[src/rtl/stack_seq.sv]
module stack_seq #(
  parameter logic [7:0]  STACK_PAGE = 8'h00,
  parameter logic [7:0]  SP_TOP     = 8'hFF,
  parameter logic [15:0] VEC_ADDR   = 16'hFFFC
) (
  input  logic        clk,
  input  logic        rst_n,
  input  logic        start,
  input  logic [7:0]  opcode,
  input  logic [15:0] pc_in,
  input  logic [7:0]  a_in,
  input  logic [7:0]  x_in,
  input  logic [7:0]  ccr_in,
  input  logic [7:0]  mem_rdata,
  output logic [15:0] mem_addr,
  output logic [7:0]  mem_wdata,
  output logic        mem_we,
  output logic        mem_re,
  output logic        busy,
  output logic        done,
  output logic [7:0]  sp_out,
  output logic [15:0] pc_out,
  output logic [7:0]  a_out,
  output logic [7:0]  x_out,
  output logic [7:0]  ccr_out
);
  localparam logic [7:0] OP_RSP = 8'h9C;
  localparam logic [7:0] OP_RTI = 8'h80;
  localparam logic [7:0] OP_RTS = 8'h81;
  localparam logic [7:0] OP_SWI = 8'h83;
  localparam int         IMASK  = 3;

  logic        busy_q;
  logic [7:0]  op_q, sp_q, a_q, x_q, ccr_q;
  logic [3:0]  step_q, last_step, slot;
  logic [15:0] pc_q;
  logic        known, accept, is_swi, is_rti, is_rts;
  logic        push_c, pull_c, vec_c;
  logic [7:0]  sp_inc;

  assign known  = (opcode == OP_RSP) || (opcode == OP_SWI) ||
                  (opcode == OP_RTI) || (opcode == OP_RTS);
  assign accept = start && !busy_q && known;
  assign is_swi = op_q == OP_SWI;
  assign is_rti = op_q == OP_RTI;
  assign is_rts = op_q == OP_RTS;

  always_comb begin
    case (op_q)
      OP_RSP:  last_step = 4'd2;
      OP_SWI:  last_step = 4'd10;
      OP_RTI:  last_step = 4'd9;
      default: last_step = 4'd6;
    endcase
  end

  assign done   = busy_q && (step_q == last_step);
  assign push_c = busy_q && is_swi && (step_q >= 4'd2) && (step_q <= 4'd6);
  assign pull_c = busy_q && ((is_rti && (step_q >= 4'd2) && (step_q <= 4'd6)) ||
                             (is_rts && (step_q >= 4'd2) && (step_q <= 4'd3)));
  assign vec_c  = busy_q && is_swi && ((step_q == 4'd8) || (step_q == 4'd9));
  assign sp_inc = sp_q + 8'd1;
  assign slot   = is_rts ? step_q + 4'd1 : step_q - 4'd2;

  always_comb begin
    case (step_q)
      4'd2:    mem_wdata = pc_q[7:0];
      4'd3:    mem_wdata = pc_q[15:8];
      4'd4:    mem_wdata = x_q;
      4'd5:    mem_wdata = a_q;
      default: mem_wdata = ccr_q;
    endcase
  end

  assign mem_addr = vec_c ? VEC_ADDR + {15'd0, step_q == 4'd9}
                          : {STACK_PAGE, pull_c ? sp_inc : sp_q};
  assign mem_we   = push_c;
  assign mem_re   = pull_c || vec_c;

  always_ff @(posedge clk or negedge rst_n) begin
    if (!rst_n) begin
      busy_q <= 1'b0;
      op_q   <= 8'h00;
      step_q <= 4'd0;
      sp_q   <= SP_TOP;
      pc_q   <= 16'h0000;
      a_q    <= 8'h00;
      x_q    <= 8'h00;
      ccr_q  <= 8'h00;
    end else if (accept) begin
      busy_q <= 1'b1;
      op_q   <= opcode;
      step_q <= 4'd2;
      pc_q   <= (opcode == OP_SWI) ? pc_in + 16'd1 : pc_in;
      a_q    <= a_in;
      x_q    <= x_in;
      ccr_q  <= ccr_in;
    end else if (busy_q) begin
      step_q <= step_q + 4'd1;
      if (done) busy_q <= 1'b0;
      if (push_c) sp_q <= sp_q - 8'd1;
      if (pull_c) begin
        sp_q <= sp_inc;
        case (slot)
          4'd0:    ccr_q      <= mem_rdata;
          4'd1:    a_q        <= mem_rdata;
          4'd2:    x_q        <= mem_rdata;
          4'd3:    pc_q[15:8] <= mem_rdata;
          default: pc_q[7:0]  <= mem_rdata;
        endcase
      end
      if (is_swi && step_q == 4'd7) ccr_q[IMASK] <= 1'b1;
      if (vec_c && step_q == 4'd8) pc_q[15:8] <= mem_rdata;
      if (vec_c && step_q == 4'd9) pc_q[7:0]  <= mem_rdata;
      if (op_q == OP_RSP && step_q == 4'd2) sp_q <= SP_TOP;
    end
  end

  assign busy    = busy_q;
  assign sp_out  = sp_q;
  assign pc_out  = pc_q;
  assign a_out   = a_q;
  assign x_out   = x_q;
  assign ccr_out = ccr_q;

  assert_one_access_R8: assert property (@(posedge clk) disable iff (!rst_n)
    !(mem_we && mem_re));
  assert_push_dec_R2: assert property (@(posedge clk) disable iff (!rst_n)
    mem_we |=> sp_q == $past(sp_q) - 8'd1);
  assert_pull_inc_R4: assert property (@(posedge clk) disable iff (!rst_n)
    pull_c |=> sp_q == $past(sp_q) + 8'd1);
  assert_rsp_top_R1: assert property (@(posedge clk) disable iff (!rst_n)
    (done && op_q == OP_RSP) |=> sp_q == SP_TOP);
  assert_swi_imask_R3: assert property (@(posedge clk) disable iff (!rst_n)
    (done && is_swi) |-> ccr_q[IMASK]);
  assert_done_ends_R6: assert property (@(posedge clk) disable iff (!rst_n)
    done |=> !busy_q);
  assert_busy_holds_R7: assert property (@(posedge clk) disable iff (!rst_n)
    (busy_q && !done) |=> busy_q);
  assert_reject_R7: assert property (@(posedge clk) disable iff (!rst_n)
    (start && busy_q) |=> $stable(op_q));
endmodule

[config.mk]
export PLATFORM = sky130hd
export DESIGN_NAME = stack_seq
export DESIGN_NICKNAME = d
export VERILOG_FILES = /design/src/rtl/stack_seq.sv
export SDC_FILE = /design/constraint.sdc
export NUM_CORES = 1
export LEC_CHECK = 0
export BUFFER_PORTS_ARGS = -buffer_cell sky130_fd_sc_hd__buf_4
export CAP_MARGIN = 15
export CORE_ASPECT_RATIO = 1.75
export CORE_MARGIN = 5
export CORE_UTILIZATION = 57
export DETAILED_ROUTE_END_ITERATION = 10
export GPL_TIMING_DRIVEN = 1
export PLACE_DENSITY = 0.87
export REMOVE_ABC_BUFFERS = 1
export SLEW_MARGIN = 40
export SYNTH_ARGS = -nofsm -noshare
export SYNTH_HDL_FRONTEND = slang
export SYNTH_SLANG_ARGS = --single-unit
[constraint.sdc]
create_clock -name clk -period 7.3 [get_ports clk]
set_clock_uncertainty 0.05 [all_clocks]
set_input_delay 1.825 -clock clk [delete_from_list [all_inputs] [get_ports clk]]
set_output_delay 1.825 -clock clk [all_outputs]
set_load 0.005 [all_outputs]
==> flow_summary_export.csv, run 1 <==
group,metric,value,unit
finish,layout.cells.non_filler,725,
cts,cts-htree-levels,3,
cts,path_clk_slew,0.06,ns
worst_setup_path,critical_path.reg2reg.startpoint,"step_q[2]$_DFFE_PN0P_",
logic_synthesis,yosys.area.top_type,"sky130_fd_sc_hd__dfrtp_1",
routing,wirelength_routed,15900,µm
global_route,grt_use_total,32.0,%
worst_setup_path,worst_ep_required_time,5.43,ns
worst_setup_path,worst-r2r-setup-slack,3.43,ns
finish,utilization,73.7,%
sta,timing.final.max_slew_violations,0,
logic_synthesis,post-synth-top-area-fraction,29.3,%
cts,cts_setup_buffers,0,
power,power_frac_seq,30.8,%
global_route,antenna_found_initial,0,
cts,cts_tree,"yes",
logic_synthesis,post_synth_inst_count,529,
routing,avgViaCountPerCell,6.91,
sta,post-route-min-period,5.24,ns
power,power_density,355,mW/mm²
logic_synthesis,synthTopCellsByCount,"60 x sky130_fd_sc_hd__nand2_1, 53 x sky130_fd_sc_hd__dfrtp_1, 40 x sky130_fd_sc_hd__nor2_1",
place,finalWeightedCongestion,0.992,
cts,clock_path_buffers,2,
cts,numCtsBuffers,9,
logic_synthesis,async_flop_share,100,%
logic_synthesis,main_combinational_cell_family_by_area_after_synthesis,"simple AND/OR/NAND/NOR gates",
worst_setup_path,critical_path.cell_chain,"clkinv_1, ha_1, nor2b_1, o311a_1, nand2_1, nand2_1, a21oi_1, buf_4",
finish,num-nets-final,699,
sta,final.period_utilization,71.8,%
logic_synthesis,muxShareOfSynthArea,4.32,%
sta,timing.final.hold_violations,0,
power,share_comb_of_total_power,46.4,%
power,p_leak,0.00264,µW
logic_synthesis,synth-edff-count,0,
power,internal_power,1210,µW
place,place_worst_setup_slack,2.60,ns
finish,area.sequential,0.00154,mm²
logic_synthesis,synth.yosys.seq_area_share,34.0,%
worst_setup_path,worst_reg_to_reg_cells,7,
global_route,grt-ovfl-total,0,
routing,drt_iter0_markers,499,
routing,first_drt_pass_iteration_count,7,
finish,diodes,0,
sta,final_ws_setup,2.06,ns
min_path,worst_hold_path_depth,1,
worst_setup_path,critical_path.endpoint_type,"output pin",
sta,final.setup.tns,0,ns
power,clkPwrFrac,22.8,%
min_path,hold_path.startpoint,"op_q[7]$_DFFE_PN0N_",
routing,antenna_left,0,
logic_synthesis,syn_area_per_cell,8.55,µm²
power,netSwitchingFraction,40.9,%
global_route,grt_max_degree,65,
routing,vias,5007,
place,dp.final_hpwl,11600,µm
job,drv_cap,0,
cts,tritoncts_num_sinks,61,
logic_synthesis,synth_simple_gate_area_share,26.1,%
min_path,hold_path.class,"reg -> reg",
sta,worstMarginPinSlew,0.886,ns
floorplanning,dieArea,0.00989,mm²
sta,max_freq,191,MHz
min_path,worst_hold_path.endpoint,"op_q[7]$_DFFE_PN0N_",
place,numPortBuffers,134,
worst_setup_path,max_stage_delay,0.65,ns
worst_setup_path,critical_path.most_common_cell,"sky130_fd_sc_hd__nand2_1",
routing,drc,0,
worst_setup_path,startpoint_type,"flip-flop",
cts,clk-insertion-delay-late,0.34,ns
worst_setup_path,timing.critical_path.fanout_max,15,
global_route,first_global_vias,4972,
power,ir_worst_vdd,0.000270,V
finish,multi_input_area,0.00272,mm²
finish,final.fill_count,569,
cts,cts.root.buffer_cell,"sky130_fd_sc_hd__clkbuf_16",
worst_setup_path,crit_path_top_delay_cell,"sky130_fd_sc_hd__o311a_1",
floorplanning,initial_core_util,57.6,%
floorplanning,core_region_area,0.00786,mm²
cts,post_cts_hold_buffer_count,0,
floorplanning,row_count,43,
sta,slew_headroom,40.1,%
worst_setup_path,cp_data_arrival_time,3.37,ns
sta,rsz_0062_raised_after_global_routing,"false",
logic_synthesis,synth.yosys.warnings,0,
floorplanning,die_w,77.3,µm
logic_synthesis,synthFlopType,"sky130_fd_sc_hd__dfrtp_1",
logic_synthesis,synth_seq_cells,61,
cts,post_cts_resized,0,
finish,layout-drive-gt1-share,29.9,%
finish,growth_of_design_area_from_synthesis_to_finish,27.9,%
logic_synthesis,synth_compound_gate_area_share,23.7,%
logic_synthesis,yosys.area_share.adder,2.77,%
worst_setup_path,regToRegEndpoint,"pc_out[8]$_DFFE_PN0P_",
place,post-place-cells,709,
sta,setup-violations-final,0,
routing,drt-wirelength-per-cell,21.9,µm
power,power.net_switching,841,µW
logic_synthesis,synth.area.top_cells,"sky130_fd_sc_hd__dfrtp_1 29%, sky130_fd_sc_hd__nand2_1 5.0%, sky130_fd_sc_hd__dfstp_2 4.6%",
floorplanning,die_height,128,µm
worst_setup_path,ws_path_type,"reg -> out",
logic_synthesis,synth.most_common_cell,"sky130_fd_sc_hd__nand2_1",
logic_synthesis,post_synth_instance_area,0.00452,mm²
logic_synthesis,synth-xor-area-share,2.52,%
floorplanning,io_pins,135,
global_route,grt_pass1_wl,25100,µm
logic_synthesis,ys_types,63,
sta,finalHoldWorstSlack,0.467,ns
run_status,outcome,"complete, no violations",
## stage by stage
stage          power (µW)  cell area [µm²]
2_1_floorplan        1070             4290
3_3_place_gp         1540             5440
3_5_place_dp         1560             5440
4_1_cts              2030             5770
5_1_grt              2170             5790
6_report             2050             5790
## layer usage
| metal | track usage (%) | up-vias | part of all wire (%) |
|---|---|---|---|
| li1 | - | 2207 | - |
| met1 | 35.1 | 2367 | 33 |
| met2 | 53.7 | 335 | 52 |
| met3 | 7.31 | 98 | 7.6 |
| met4 | 22.6 | 0 | 7.2 |
| met5 | 0 | - | 0 |
## state kept, by name, summed over array words and instances, names as in the netlist
| register | flops |
|---|---|
| x_out | 8 |
| step_q | 4 |
| ccr_out | 8 |
| a_out | 8 |
| op_q | 8 |
| pc_out | 16 |
| busy | 1 |
| sp_out | 8 |
## critical path, delay by kind of cell (launching register included)
family,cells,cell delay (ns)
simple gates,3,1.09
flops,1,0.57
buf+inv,2,0.43
fa+ha+maj,1,0.21
compound gates,2,0.73
## worst max path at each step
stage / from / endpoint / slack [ns] / cells past startpoint
3_3_place_gp: step_q[2]$_DFFE_PN0P_ / mem_addr[1] / 2.74 / 8
2_1_floorplan: opcode[4] / pc_out[0]$_DFFE_PN0P_ / 1.84 / 4
4_1_cts: step_q[2]$_DFFE_PN0P_ / mem_addr[0] / 2.20 / 8
5_1_grt: step_q[2]$_DFFE_PN0P_ / mem_addr[0] / 1.86 / 8
6_report: step_q[2]$_DFFE_PN0P_ / mem_addr[1] / 2.06 / 8
3_5_place_dp: step_q[2]$_DFFE_PN0P_ / mem_addr[0] / 2.60 / 8
## logic make-up (layout without fill, tap and decap cells)
family	count (synthesis)	after routing
simple gates	222	222
compound gates	141	141
buf+inv	64	170
flops	61	61
mux	18	18
xor+xnor	13	13
fa+ha+maj	10	10
## power by group through the flow
| stage | Combinational, µW | Sequential [µW] | Clock, µW |
|---|---|---|---|
| after detailed placement | 927 | 628 | 0 |
| after floorplan | 491 | 580 | 0 |
| after global placement | 911 | 625 | 0 |
| final | 953 | 632 | 468 |
| after CTS | 934 | 625 | 471 |
| after global routing | 1040 | 643 | 490 |
## cell type report
class	count	area share, %
multi-input combinational	404	47.0
clock buffer	12	4.43
clock inverter	4	1.21
tap	90	1.95
timing repair buffer	136	17.7
sequential	61	26.6
inverter	18	1.17
## placed cells by master, fill, tap and decap left out, types with 10 or more instances in the layout
| cell type | synthesis | layout |
|---|---|---|
| sky130_fd_sc_hd__buf_4 | 11 | 135 |
| sky130_fd_sc_hd__nand2_1 | 60 | 60 |
| sky130_fd_sc_hd__dfrtp_1 | 53 | 53 |
| sky130_fd_sc_hd__nor2_1 | 40 | 40 |
| sky130_fd_sc_hd__nand3_1 | 23 | 23 |
| sky130_fd_sc_hd__o21ai_0 | 21 | 21 |
| sky130_fd_sc_hd__nand4_1 | 20 | 20 |
| sky130_fd_sc_hd__a31oi_1 | 18 | 18 |
| sky130_fd_sc_hd__inv_1 | 17 | 17 |
| sky130_fd_sc_hd__a21oi_1 | 16 | 16 |
| sky130_fd_sc_hd__and3_1 | 15 | 15 |
| sky130_fd_sc_hd__mux2_2 | 12 | 12 |
| sky130_fd_sc_hd__o211ai_1 | 10 | 10 |
| sky130_fd_sc_hd__ha_1 | 10 | 10 |
Power figures use the tool's default switching activity.
==> run 2, diff against run 1 <==
CORE_UTILIZATION = 53   (was 57)
PLACE_DENSITY = 0.82   (was 0.87)
clock period = 5.2 ns   (was 7.3 ns; I/O delays follow)
==> flow_summary_export.csv, run 2 (synthesis results as in run 1) <==
group,metric,value,unit
finish,fin_area,0.00583,mm²
global_route,grt_use_total,30.1,%
place,place_worst_setup_slack,0.949,ns
routing,first_drt_pass_iteration_count,5,
finish,final.fill_count,667,
floorplanning,initial_core_util,54.4,%
cts,clk-insertion-delay-late,0.34,ns
finish,growth_of_design_area_from_synthesis_to_finish,28.8,%
sta,finalHoldWorstSlack,0.465,ns
finish,area.sequential,0.00154,mm²
floorplanning,die_w,79.8,µm
place,dpl-instance-area,0.00549,mm²
worst_setup_path,crit_buf_inv,2,
place,dp.final_hpwl,11400,µm
worst_setup_path,max_stage_delay,0.62,ns
power,p_leak,0.00265,µW
floorplanning,io_pins,135,
cts,path_clk_slew,0.05,ns
sta,max_freq,213,MHz
cts,post_cts_resized,0,
floorplanning,row_count,44,
job,drv_cap,0,
global_route,antenna_found_initial,0,
min_path,hold_path.class,"reg -> reg",
cts,cts-htree-levels,3,
routing,drt-wirelength-per-cell,21.1,µm
finish,num-nets-final,702,
finish,layout_common_cells,"136 x sky130_fd_sc_hd__buf_4, 60 x sky130_fd_sc_hd__nand2_1, 53 x sky130_fd_sc_hd__dfrtp_1",
sta,timing.final.hold_violations,0,
routing,drt_iter0_markers,395,
finish,layout-drive-gt1-share,29.9,%
worst_setup_path,critical_path.endpoint_type,"output pin",
finish,diodes,0,
cts,clock_path_buffers,2,
finish,layout_commonest_cell,"sky130_fd_sc_hd__buf_4",
worst_setup_path,cp_data_arrival_time,3.34,ns
global_route,grt-ovfl-total,0,
place,finalWeightedCongestion,0.956,
power,power_density,489,mW/mm²
sta,timing.final.max_slew_violations,0,
run_status,outcome,"complete, no violations",
global_route,grt_pass1_wl,24900,µm
worst_setup_path,worst_ep_required_time,3.85,ns
worst_setup_path,critical_path.cell_chain,"clkinv_1, ha_1, nor2b_1, o311a_1, and2_1, xnor2_1, o21ai_0, buf_4",
floorplanning,dieArea,0.0106,mm²
worst_setup_path,startpoint_type,"flip-flop",
cts,post_cts_hold_buffer_count,0,
floorplanning,die_height,132,µm
routing,avgViaCountPerCell,6.63,
sta,final_ws_setup,0.506,ns
sta,post-route-min-period,4.69,ns
cts,cts_setup_buffers,0,
cts,cts.root.buffer_cell,"sky130_fd_sc_hd__clkbuf_16",
sta,rsz_0062_raised_after_global_routing,"false",
worst_setup_path,crit_path_top_delay_cell,"sky130_fd_sc_hd__o311a_1",
worst_setup_path,critical-path-top-delay-family,"simple AND/OR/NAND/NOR gates",
floorplanning,core_region_area,0.00831,mm²
routing,antenna_left,0,
sta,final.setup.tns,0,ns
routing,drc,0,
cts,numCtsBuffers,9,
worst_setup_path,ws_path_type,"reg -> out",
routing,vias,4994,
cts,cts_tree,"yes",
sta,slew_headroom,41.7,%
worst_setup_path,timing.critical_path.fanout_max,15,
finish,multi_input_area,0.00272,mm²
sta,worstMarginPinSlew,0.862,ns
finish,number_of_flip_flops_in_the_largest_register,16,
global_route,first_global_vias,4869,
sta,setup-violations-final,0,
routing,wirelength_routed,15900,µm
global_route,grt_max_degree,62,
sta,final.period_utilization,90.3,%
cts,tritoncts_num_sinks,61,
place,numPortBuffers,134,
power,ir_worst_vdd,0.000419,V
==> run 2: final cells by class <==
| type | count | area share [%] |
|---|---|---|
| Tap cell | 115 | 2.47 |
| Clock buffer | 15 | 4.77 |
| Timing Repair Buffer | 139 | 18.1 |
| Sequential cell | 61 | 26.4 |
| Clock inverter | 1 | 0.515 |
| Inverter | 18 | 1.16 |
| Multi-Input combinational cell | 404 | 46.7 |
==> run 2: stage by stage <==
| step | power (µW) | util, % | cells |
|---|---|---|---|
| floorplan | 1500 | - | 483 |
| global placement | 2150 | 65.9 | 735 |
| detailed placement | 2190 | 66.0 | 735 |
| CTS | 2820 | 69.7 | 751 |
| global route | 3000 | 70.1 | 753 |
| finish | 2850 | 70.1 | 753 |
==> run 2: worst paths after layout <==
path                                       start                endpoint  slack, ns  depth (start not counted)
max                        step_q[2]$_DFFE_PN0P_             mem_addr[0]       0.51                          8
min                        sp_out[5]$_DFFE_PN1P_   sp_out[5]$_DFFE_PN1P_       0.47                          2
max reg2reg                step_q[2]$_DFFE_PN0P_  pc_out[10]$_DFFE_PN0P_       1.38                          7
min reg2reg                sp_out[5]$_DFFE_PN1P_   sp_out[5]$_DFFE_PN1P_       0.47                          2
max in group asynchronous                  rst_n    a_out[7]$_DFFE_PN0P_       3.80                          1
min in group asynchronous                  rst_n     op_q[4]$_DFFE_PN0N_       0.88                          1
==> run 2: worst min-delay path: stages, from the launching register on <==
cell	delay (ns)
sky130_fd_sc_hd__dfstp_2	0.40
sky130_fd_sc_hd__nand3_1	0.07
sky130_fd_sc_hd__nand2_1	0.05
==> run 2: layer usage <==
layer	wire length [µm]	up-vias	GRT usage, %
met5	0	-	0
met2	8230	288	49.7
met4	990	0	18.4
li1	-	2216	-
met1	5420	2406	34.6
met3	1270	84	7.18
==> run 2: where the power goes <==
group	total [µW]	internal (µW)	switching (µW)
Combinational	1350	616	731
Sequential	877	646	231
Clock	626	411	216
Total	2850	1670	1180
==> run 3, diff against run 2 <==
ABC_AREA = 1   (was unset)
PLACE_DENSITY = 0.81   (was 0.82)
==> flow_summary_export.csv, run 3 <==
group,metric,value,unit
cts,cts-htree-levels,3,
logic_synthesis,synth.yosys.seq_area_share,33.1,%
power,internal_power,1300,µW
finish,growth_of_design_area_from_synthesis_to_finish,27.3,%
finish,num-nets-final,907,
sta,slew_headroom,49.0,%
sta,timing.final.max_slew_violations,0,
finish,utilization,68.6,%
worst_setup_path,cp_data_arrival_time,2.57,ns
worst_setup_path,crit_path_top_delay_cell,"sky130_fd_sc_hd__dfrtp_1",
finish,number_of_flip_flops_in_the_largest_register,16,
worst_setup_path,regToRegEndpoint,"sp_out[4]$_DFFE_PN1P_",
global_route,grt_max_degree,62,
logic_synthesis,synth.yosys.warnings,0,
worst_setup_path,worst_reg_to_reg_cells,10,
floorplanning,core_region_area,0.00861,mm²
routing,drt_iter0_markers,425,
worst_setup_path,ws_path_type,"reg -> out",
sta,max_freq,255,MHz
global_route,grt_use_total,29.1,%
place,numPortBuffers,134,
floorplanning,die_height,134,µm
place,finalWeightedCongestion,0.944,
worst_setup_path,critical_path.reg2reg.startpoint,"step_q[2]$_DFFE_PN0P_",
min_path,worst_hold_path.endpoint,"sp_out[7]$_DFFE_PN1P_",
job,drv_cap,0,
run_status,outcome,"complete, no violations",
sta,post-route-min-period,3.92,ns
finish,diodes,0,
power,power_frac_seq,32.3,%
finish,layout-drive-gt1-share,23.8,%
worst_setup_path,worst_ep_required_time,3.85,ns
logic_synthesis,synthFlopType,"sky130_fd_sc_hd__dfrtp_1",
power,ir_worst_vdd,0.000198,V
min_path,hold_path.class,"reg -> reg",
power,p_leak,0.00316,µW
logic_synthesis,synth.most_common_cell,"sky130_fd_sc_hd__nand2_1",
worst_setup_path,max_stage_delay,0.39,ns
cts,path_clk_slew,0.05,ns
cts,post_cts_resized,0,
logic_synthesis,synth_seq_cells,61,
logic_synthesis,post_synth_inst_count,713,
cts,clk-insertion-delay-late,0.33,ns
min_path,worst_hold_path_depth,2,
cts,cts.root.buffer_cell,"sky130_fd_sc_hd__clkbuf_16",
global_route,first_global_vias,5174,
sta,timing.final.hold_violations,0,
routing,vias,5279,
cts,post_cts_hold_buffer_count,0,
worst_setup_path,crit_buf_inv,3,
sta,worstMarginPinSlew,0.762,ns
logic_synthesis,synth-edff-count,0,
floorplanning,die_w,80.7,µm
routing,wirelength_routed,15500,µm
sta,final.setup.tns,0,ns
power,clkPwrFrac,25.3,%
worst_setup_path,critical_path.cell_chain,"nor2_1, nand2_2, nor2_2, inv_1, nor2_1, nand3_1, nand2_1, inv_1, o211ai_1, buf_4",
logic_synthesis,post-synth-top-area-fraction,28.6,%
sta,final.period_utilization,75.3,%
finish,area.sequential,0.00154,mm²
cts,cts_tree,"yes",
routing,avgViaCountPerCell,5.50,
cts,clock_path_buffers,2,
logic_synthesis,async_flop_share,100,%
logic_synthesis,yosys.area.top_type,"sky130_fd_sc_hd__dfrtp_1",
cts,numCtsBuffers,9,
power,finalPower,2150,µW
place,dp.final_hpwl,12300,µm
min_path,hold_path.startpoint,"sp_out[7]$_DFFE_PN1P_",
worst_setup_path,startpoint_type,"flip-flop",
sta,setup-violations-final,0,
sta,rsz_0062_raised_after_global_routing,"false",
routing,first_drt_pass_iteration_count,5,
cts,tritoncts_num_sinks,61,
logic_synthesis,syn_area_per_cell,6.51,µm²
finish,layout_commonest_cell,"sky130_fd_sc_hd__nand2_1",
worst_setup_path,critical-path-top-delay-family,"simple AND/OR/NAND/NOR gates",
power,power_density,363,mW/mm²
cts,cts_setup_buffers,0,
worst_setup_path,critical_path.endpoint_type,"output pin",
finish,final.fill_count,787,
power,netSwitchingFraction,39.5,%
floorplanning,io_pins,135,
routing,antenna_left,0,
routing,drc,0,
finish,layout_common_cells,"307 x sky130_fd_sc_hd__nand2_1, 134 x sky130_fd_sc_hd__buf_4, 61 x sky130_fd_sc_hd__nand3_1",
worst_setup_path,timing.critical_path.fanout_max,10,
power,power.net_switching,848,µW
floorplanning,dieArea,0.0108,mm²
routing,drt-wirelength-per-cell,16.2,µm
floorplanning,row_count,45,
logic_synthesis,ys_types,39,
worst_setup_path,worst-r2r-setup-slack,2.71,ns
floorplanning,initial_core_util,53.9,%
finish,multi_input_area,0.00268,mm²
global_route,antenna_found_initial,0,
logic_synthesis,post_synth_instance_area,0.00464,mm²
logic_synthesis,synthTopCellsByCount,"307 x sky130_fd_sc_hd__nand2_1, 61 x sky130_fd_sc_hd__nand3_1, 56 x sky130_fd_sc_hd__nor2_1",
power,share_comb_of_total_power,42.4,%
global_route,grt_pass1_wl,24300,µm
global_route,grt-ovfl-total,0,
logic_synthesis,synth.area.top_cells,"sky130_fd_sc_hd__dfrtp_1 29%, sky130_fd_sc_hd__nand2_1 25%, sky130_fd_sc_hd__nand3_1 6.6%",
==> run 3: worst max path at each step <==
stage / depth (start not counted) / slack, ns / end / start
after floorplan: 8 / 2.09 / ccr_out[0]$_DFFE_PN0P_ / opcode[3]
after detailed placement: 11 / 1.68 / ccr_out[0]$_DFFE_PN0P_ / opcode[1]
after CTS: 7 / 1.35 / mem_wdata[3] / step_q[0]$_DFFE_PN0P_
after global routing: 10 / 1.08 / mem_addr[6] / op_q[5]$_DFFE_PN0N_
final: 10 / 1.28 / mem_addr[6] / op_q[5]$_DFFE_PN0N_
after global placement: 11 / 1.74 / ccr_out[6]$_DFFE_PN0P_ / opcode[1]
==> run 3: power by group through the flow <==
stage                     registers, µW  logic (µW)  clock network [µW]
after CTS                           689         905                 549
after global placement              692         878                   0
final                               694         912                 542
after detailed placement            695         898                   0
after floorplan                     668         511                   0
after global routing                705        1010                 562
==> run 3: final cells by class <==
cell class	count	share of cell area [%]
Multi-Input combinational cell	565	45.4
Sequential cell	61	26.0
Timing Repair Buffer	135	17.2
Inverter	66	4.32
Clock buffer	12	4.17
Tap cell	117	2.48
Clock inverter	4	0.402
==> run 3: worst register-to-register path, cell delays in order (launching register included) <==
cell and delay [ns]:
sky130_fd_sc_hd__dfrtp_1 0.47, sky130_fd_sc_hd__inv_1 0.21, sky130_fd_sc_hd__ha_1 0.25, sky130_fd_sc_hd__nand3_4 0.15
sky130_fd_sc_hd__inv_1 0.18, sky130_fd_sc_hd__nand3_1 0.33, sky130_fd_sc_hd__nand3_1 0.20, sky130_fd_sc_hd__nand2_1 0.21
sky130_fd_sc_hd__inv_2 0.22, sky130_fd_sc_hd__nand2_1 0.07, sky130_fd_sc_hd__o21ai_0 0.08
==> run 3: stage by stage <==
stage / hold slack [ns] / cell area, µm² / setup WS [ns] / cells
finish: 0.446 / 5910 / 1.28 / 960
global route: 0.456 / 5910 / 1.08 / 960
CTS: 0.446 / 5910 / 1.35 / 960
detailed placement: 0.438 / 5640 / 1.68 / 944
global placement: 0.435 / 5640 / 1.74 / 944
floorplan: 0.420 / 4480 / 2.09 / 692
==> run 3: logic make-up (layout without fill, tap and decap cells) <==
group / count (synthesis) / in the layout / synth area share (%)
AO/OA/AOI/OAI: 70 / 70 / 9.14
flip-flops: 61 / 61 / 33.1
AND/OR/NAND/NOR: 471 / 471 / 43.4
XOR/XNOR: 14 / 14 / 2.64
buffers and inverters: 87 / 217 / 9.06
adder cells (fa/ha/maj): 10 / 10 / 2.70
==> run 3: routing by layer <==
metal | up-vias | track usage (%) | share of wire (%)
li1 | 2527 | - | -
met1 | 2442 | 29.9 | 34
met2 | 253 | 53.2 | 54
met3 | 57 | 4.37 | 6.2
met4 | 0 | 18.3 | 5.4
met5 | - | 0 | 0
